===== src/rtl/rst_pkg.sv =====
package rst_pkg;

  // Kind of update seen by one register entry in a cycle; encoding is
  // {dispatch hit, retire hit}.
  typedef enum logic [1:0] {
    UPD_NONE = 2'b00,
    UPD_RET  = 2'b01,
    UPD_DISP = 2'b10,
    UPD_BOTH = 2'b11
  } upd_kind_e;

endpackage


===== src/rtl/rst_onehot_dec.sv =====
module rst_onehot_dec #(
  parameter int N     = 16,
  parameter int IDX_W = 4
) (
  input  logic             en,
  input  logic [IDX_W-1:0] idx,
  output logic [N-1:0]     hit
);

  always_comb begin
    for (int i = 0; i < N; i++) begin
      hit[i] = en && (idx == IDX_W'(i));
    end
  end

endmodule


===== src/rtl/rst_entry.sv =====
module rst_entry
  import rst_pkg::*;
#(
  parameter int DATA_W = 32,
  parameter int TAG_W  = 5
) (
  input  logic              clk,
  input  logic              rst_n,
  input  logic              disp_hit,
  input  logic [TAG_W-1:0]  disp_tag,
  input  logic              ret_hit,
  input  logic [TAG_W-1:0]  ret_tag,
  input  logic [DATA_W-1:0] ret_value,
  output logic              valid_q,
  output logic [TAG_W-1:0]  tag_q,
  output logic [DATA_W-1:0] value_q
);

  upd_kind_e         kind;
  logic              tag_match;
  logic              valid_d;
  logic [TAG_W-1:0]  tag_d;
  logic [DATA_W-1:0] value_d;
  logic              state_en;
  logic              value_en;

  always_comb begin
    kind      = upd_kind_e'({disp_hit, ret_hit});
    tag_match = !valid_q && (tag_q == ret_tag);
    valid_d   = valid_q;
    tag_d     = tag_q;
    value_d   = value_q;
    unique case (kind)
      UPD_RET: begin
        value_d = ret_value;
        if (tag_match) begin
          valid_d = 1'b1;
        end
      end
      UPD_DISP: begin
        valid_d = 1'b0;
        tag_d   = disp_tag;
      end
      UPD_BOTH: begin
        value_d = ret_value;
        valid_d = 1'b0;
        tag_d   = disp_tag;
      end
      default: begin
      end
    endcase
    state_en = disp_hit || ret_hit;
    value_en = ret_hit;
  end

  always_ff @(posedge clk or negedge rst_n) begin
    if (!rst_n) begin
      valid_q <= 1'b1;
      tag_q   <= '0;
      value_q <= '0;
    end else begin
      if (state_en) begin
        valid_q <= valid_d;
        tag_q   <= tag_d;
      end
      if (value_en) begin
        value_q <= value_d;
      end
    end
  end

endmodule


===== src/rtl/rst_read_port.sv =====
module rst_read_port #(
  parameter int N      = 16,
  parameter int DATA_W = 32,
  parameter int TAG_W  = 5,
  parameter int IDX_W  = 4
) (
  input  logic [N-1:0]             valid_vec,
  input  logic [N-1:0][TAG_W-1:0]  tag_vec,
  input  logic [N-1:0][DATA_W-1:0] value_vec,
  input  logic [IDX_W-1:0]         idx,
  output logic                     ready,
  output logic [DATA_W-1:0]        value,
  output logic [TAG_W-1:0]         tag
);

  logic              sel_valid;
  logic [TAG_W-1:0]  sel_tag;
  logic [DATA_W-1:0] sel_value;

  always_comb begin
    sel_valid = 1'b0;
    sel_tag   = '0;
    sel_value = '0;
    for (int i = 0; i < N; i++) begin
      if (idx == IDX_W'(i)) begin
        sel_valid = valid_vec[i];
        sel_tag   = tag_vec[i];
        sel_value = value_vec[i];
      end
    end
    ready = sel_valid;
    value = sel_valid ? sel_value : '0;
    tag   = sel_valid ? '0 : sel_tag;
  end

endmodule


===== src/rtl/reg_status_table.sv =====
module reg_status_table #(
  parameter int NUM_REGS = 16,
  parameter int DATA_W   = 32,
  parameter int TAG_W    = 5,
  localparam int IDX_W   = $clog2(NUM_REGS)
) (
  input  logic              clk,
  input  logic              rst_n,
  input  logic [IDX_W-1:0]  src_a_idx,
  output logic              src_a_ready,
  output logic [DATA_W-1:0] src_a_value,
  output logic [TAG_W-1:0]  src_a_tag,
  input  logic [IDX_W-1:0]  src_b_idx,
  output logic              src_b_ready,
  output logic [DATA_W-1:0] src_b_value,
  output logic [TAG_W-1:0]  src_b_tag,
  input  logic              disp_en,
  input  logic [IDX_W-1:0]  disp_dest,
  input  logic [TAG_W-1:0]  disp_tag,
  input  logic              ret_en,
  input  logic [IDX_W-1:0]  ret_dest,
  input  logic [TAG_W-1:0]  ret_tag,
  input  logic [DATA_W-1:0] ret_value
);

  localparam int NUM_RD = 2;

  logic [NUM_REGS-1:0]             disp_hit;
  logic [NUM_REGS-1:0]             ret_hit;
  logic [NUM_REGS-1:0]             ent_valid;
  logic [NUM_REGS-1:0][TAG_W-1:0]  ent_tag;
  logic [NUM_REGS-1:0][DATA_W-1:0] ent_value;

  logic [NUM_RD-1:0][IDX_W-1:0]    rd_idx;
  logic [NUM_RD-1:0]               rd_ready;
  logic [NUM_RD-1:0][DATA_W-1:0]   rd_value;
  logic [NUM_RD-1:0][TAG_W-1:0]    rd_tag;

  rst_onehot_dec #(.N(NUM_REGS), .IDX_W(IDX_W)) u_disp_dec (
    .en  (disp_en),
    .idx (disp_dest),
    .hit (disp_hit)
  );

  rst_onehot_dec #(.N(NUM_REGS), .IDX_W(IDX_W)) u_ret_dec (
    .en  (ret_en),
    .idx (ret_dest),
    .hit (ret_hit)
  );

  for (genvar g = 0; g < NUM_REGS; g++) begin : g_ent
    rst_entry #(.DATA_W(DATA_W), .TAG_W(TAG_W)) u_ent (
      .clk       (clk),
      .rst_n     (rst_n),
      .disp_hit  (disp_hit[g]),
      .disp_tag  (disp_tag),
      .ret_hit   (ret_hit[g]),
      .ret_tag   (ret_tag),
      .ret_value (ret_value),
      .valid_q   (ent_valid[g]),
      .tag_q     (ent_tag[g]),
      .value_q   (ent_value[g])
    );
  end

  assign rd_idx[0] = src_a_idx;
  assign rd_idx[1] = src_b_idx;

  for (genvar p = 0; p < NUM_RD; p++) begin : g_rd
    rst_read_port #(
      .N(NUM_REGS), .DATA_W(DATA_W), .TAG_W(TAG_W), .IDX_W(IDX_W)
    ) u_rd (
      .valid_vec (ent_valid),
      .tag_vec   (ent_tag),
      .value_vec (ent_value),
      .idx       (rd_idx[p]),
      .ready     (rd_ready[p]),
      .value     (rd_value[p]),
      .tag       (rd_tag[p])
    );
  end

  assign src_a_ready = rd_ready[0];
  assign src_a_value = rd_value[0];
  assign src_a_tag   = rd_tag[0];
  assign src_b_ready = rd_ready[1];
  assign src_b_value = rd_value[1];
  assign src_b_tag   = rd_tag[1];

endmodule


===== config.mk =====
export PLATFORM = sky130hd
export DESIGN_NAME = reg_status_table
export DESIGN_NICKNAME = d
export VERILOG_FILES = /design/src/rtl/rst_pkg.sv /design/src/rtl/rst_onehot_dec.sv /design/src/rtl/rst_entry.sv /design/src/rtl/rst_read_port.sv /design/src/rtl/reg_status_table.sv
export SDC_FILE = /design/constraint.sdc
export NUM_CORES = 1
export LEC_CHECK = 0
export CAP_MARGIN = 5
export CELL_PAD_IN_SITES_DETAIL_PLACEMENT = 0
export CELL_PAD_IN_SITES_GLOBAL_PLACEMENT = 1
export CORE_MARGIN = 2
export CORE_UTILIZATION = 45
export CTS_BUF_LIST = sky130_fd_sc_hd__clkbuf_4 sky130_fd_sc_hd__clkbuf_8 sky130_fd_sc_hd__clkbuf_16
export DETAILED_ROUTE_END_ITERATION = 6
export PLACE_DENSITY = 0.84
export SYNTH_ARGS = -nofsm -noshare
export SYNTH_HDL_FRONTEND = slang
export SYNTH_SLANG_ARGS = --single-unit

===== constraint.sdc =====
create_clock -name clk -period 5.3 [get_ports clk]
set_input_delay 1.06 -clock clk [delete_from_list [all_inputs] [get_ports clk]]
set_output_delay 1.06 -clock clk [all_outputs]
set_load 0.02 [all_outputs]

==> reports/qor.yml <==
first_pass_iters: 6
post_cts.repair.setup_buffers: 0
insertion_delay_ns: 0.63
remaining_drc_errors: 12
synth_edf_count: 0
gpl.final_weighted_congestion: 0.9963
grt_start_max_net_pins: 138
vdd_ir_drop_max_uv: 349.3
fp.coreArea_um2: 77720
cts.htree.levels: 3
max_freq_mhz: 185.6
type_of_element_launching_the_critical_path: "input port"
cts_root_buffer: "sky130_fd_sc_hd__clkbuf_16"
post-synth-top-count-cell: "sky130_fd_sc_hd__mux2_2"
run_status: "finished, violations left"
synth_top_area_share: 0.4181
share_comb_of_total_power: 0.229
p_leak_nw: 16.95
floorplan.io_pins: 138
gr-usage-all-layers: 0.3869
synth.cell_area_um2: 35430
cts_tree: "done"
route.antenna.remaining_nets: 0
fillCellCount: 6877
critPathKind: "in2out"
finalHoldViolCount: 0
dieArea_um2: 81000
end_kind: "output pin"
timing.final.setup_violations: 3
chip_height_um: 284.6
maximum_fanout_encountered_on_the_critical_timing_path: 16
final.setup_skew_ns: 0.01481
hp-class: "in2async"
drt_iter0_markers: 5138
crit_reg_reg_startpoint: "g_ent[3].u_ent.tag_q[2]"
dr_total_vias: 31890
antenna_found_initial: 12
postSynth.asyncResetShare: 1.000
fraction_of_final_layout_cells_with_drive_strength_greater_than_1: 0.3342
floorplan.initialDensity: 0.4559
grt_first_pass_wirelength_um: 227600
cts_sink_cnt: 608
hpwlAfterDp_um: 104500
final_min_period_over_clock_period: 1.017
cts_buffer_depth: 3
cp.required_ns: 4.24
path_clk_slew_ns: 0.06
vias_per_cell: 7.066
clock_power_share: 0.337
primary_flip_flop_cell_chosen_by_synthesis_mapping: "sky130_fd_sc_hd__dfrtp_1"
route.final.wire_length_um: 159700
grt_pass1_vias: 31025
global_route.overflow_total: 0
dp_worst_setup_slack_ns: -0.03217
setup-tns-final_ns: -0.1773
finalCoreUtilization: 0.5304
power_density_nw_per_um2: 380.5
power.switching_mw: 5.029
synth_sequential_area_ratio: 0.4300
cts_hold_buf: 0
internal-power_mw: 10.66
rsz0062_at_grt: "false"
wirelength_per_cell_um: 35.38
maxCapViolCount: 0
report.final.slew_viol_count: 0
switching_share: 0.3206
netlist_instances: 3280
startpoint: "src_a_idx[3]"
core.rowCount: 102
die_w_um: 284.6
layout.cell_area.non_filler_um2: 41220
worstPathArrival_ns: 4.33
period_minus_slack_ns: 5.388
synth.distinct_cells: 85
synth_area_per_cell_um2: 10.80
ys_ff_latch: 608
worst_margin_slew_ns: 1.144
synthTopCellsByArea: "sky130_fd_sc_hd__dfrtp_1 42%, sky130_fd_sc_hd__mux2_2 21%, sky130_fd_sc_hd__mux2i_1 3.0%"
placement.cell_area_um2: 38720
area_growth_pct: 16.35
ys_top_cells_by_count: "650 x sky130_fd_sc_hd__mux2_2, 592 x sky130_fd_sc_hd__dfrtp_1, 204 x sky130_fd_sc_hd__a21oi_1"
post-route-worst-setup-slack_ns: -0.08846
design.final.nets: 3477
slew_headroom: 0.2353
synthDominantAreaCellType: "sky130_fd_sc_hd__dfrtp_1"
synth-warning-count: 0
buffer_ports.inserted: 137
violations: "DRC, setup timing"
mappedNetlistNets: 3342
cts_bufs_inserted: 69
p_seq_frac: 0.434
worst max-delay path, cell delays in order:
cell	delay [ns]
sky130_fd_sc_hd__buf_2	0.46
sky130_fd_sc_hd__and2_1	0.51
sky130_fd_sc_hd__buf_4	0.23
sky130_fd_sc_hd__nand2_1	0.57
sky130_fd_sc_hd__nor2_2	0.42
sky130_fd_sc_hd__nand2_1	0.15
sky130_fd_sc_hd__a22oi_1	0.25
sky130_fd_sc_hd__clkdlybuf4s50_1	0.66
final timing paths:
kind,endpoint,slack [ns],depth (start not counted)
worst max-delay path,src_a_tag[1],-0.09,8
worst min-delay path,g_ent[0].u_ent.value_q[23],0.36,1
worst max register to register,g_ent[3].u_ent.valid_q,3.91,4
worst min register to register,g_ent[4].u_ent.value_q[23],0.52,1
max in group asynchronous,g_ent[14].u_ent.value_q[1],3.75,2
min in group clk,g_ent[4].u_ent.value_q[23],0.52,1
layout by cell type, fill, tap and decap left out, drive strengths merged, types with 9 or more instances in the layout:
cell and n:
o21a 11, o22ai 64, clkinv 10, mux4 40
inv 23, buf 248, clkdlybuf4s50 117, a21o 10
dfrtp 592, dfstp 16, o221ai 34, o211ai 15
nor3 53, a221o 17, a2bb2oi 13, nand2 203
and2 9, mux2i 105, a221oi 50, a32oi 23
nor2b 28, nand2b 24, xnor2 37, o21ai 184
nor4 9, a22oi 59, a21oi 204, bufinv 10
a22o 30, nor2 202, nand3 37, nor3b 12
xor2 43, a211oi 44, mux2 652, a41oi 10
clkbuf 93, a31oi 20
state kept, by name (all words and copies together), names as in the netlist:
signal,count
g_ent.u_ent.value_q,512
g_ent.u_ent.tag_q,80
g_ent.u_ent.valid_q,16
cell type report:
type,count,area [um^2],area share
repair buffers,366,3317,0.08046
clock buffers,92,1967,0.04771
multi-input cells,2352,18810,0.4564
flip-flops and latches,608,15230,0.3696
well taps,1040,1301,0.03156
diodes,5,12.51,0.0003035
clock inverters,32,510.5,0.01238
inverters,18,67.56,0.001639
metal layers:
| metal | global-route usage | wire, um | up-vias |
|---|---|---|---|
| met4 | 0.2497 | 12620 | 10 |
| met3 | 0.1323 | 22540 | 754 |
| met2 | 0.5442 | 65450 | 2653 |
| li1 | - | - | 12567 |
| met1 | 0.5057 | 59000 | 15906 |
| met5 | 0 | 67 | - |
cell families (layout without fill, tap and decap cells):
group	count (synthesis)	count (layout)	share of synthesized area
flip-flops	608	608	0.4300
AO/OA/AOI/OAI	856	856	0.1628
buffers and inverters	320	508	0.04252
multiplexers	797	797	0.2623
other	0	5	0
AND/OR/NAND/NOR	619	619	0.08260
XOR/XNOR	80	80	0.01978
what timing repair did:
action                     in CTS  in global routing
cloned                          0                  0
setup endpoints to repair       1                  3
gates resized for setup         1                  2
stage by stage:
stage	total power [mW]	cells	hold slack, ns
3_3_place_gp	10.19	4384	0.5003
3_5_place_dp	10.30	4384	0.5128
6_report	15.69	4513	0.3630
2_1_floorplan	8.825	3280	0.4880
4_1_cts	15.56	4508	0.3580
5_1_grt	16.19	4510	0.3965
power by group through the flow:
stage,clock network [mW],logic (mW),registers (mW)
after floorplan,0,2.43,6.40
after detailed placement,0,3.48,6.82
after global routing,5.49,3.78,6.91
after global placement,0,3.41,6.78
after CTS,5.32,3.50,6.75
final,5.29,3.59,6.80
Power figures use the tool's default switching activity.
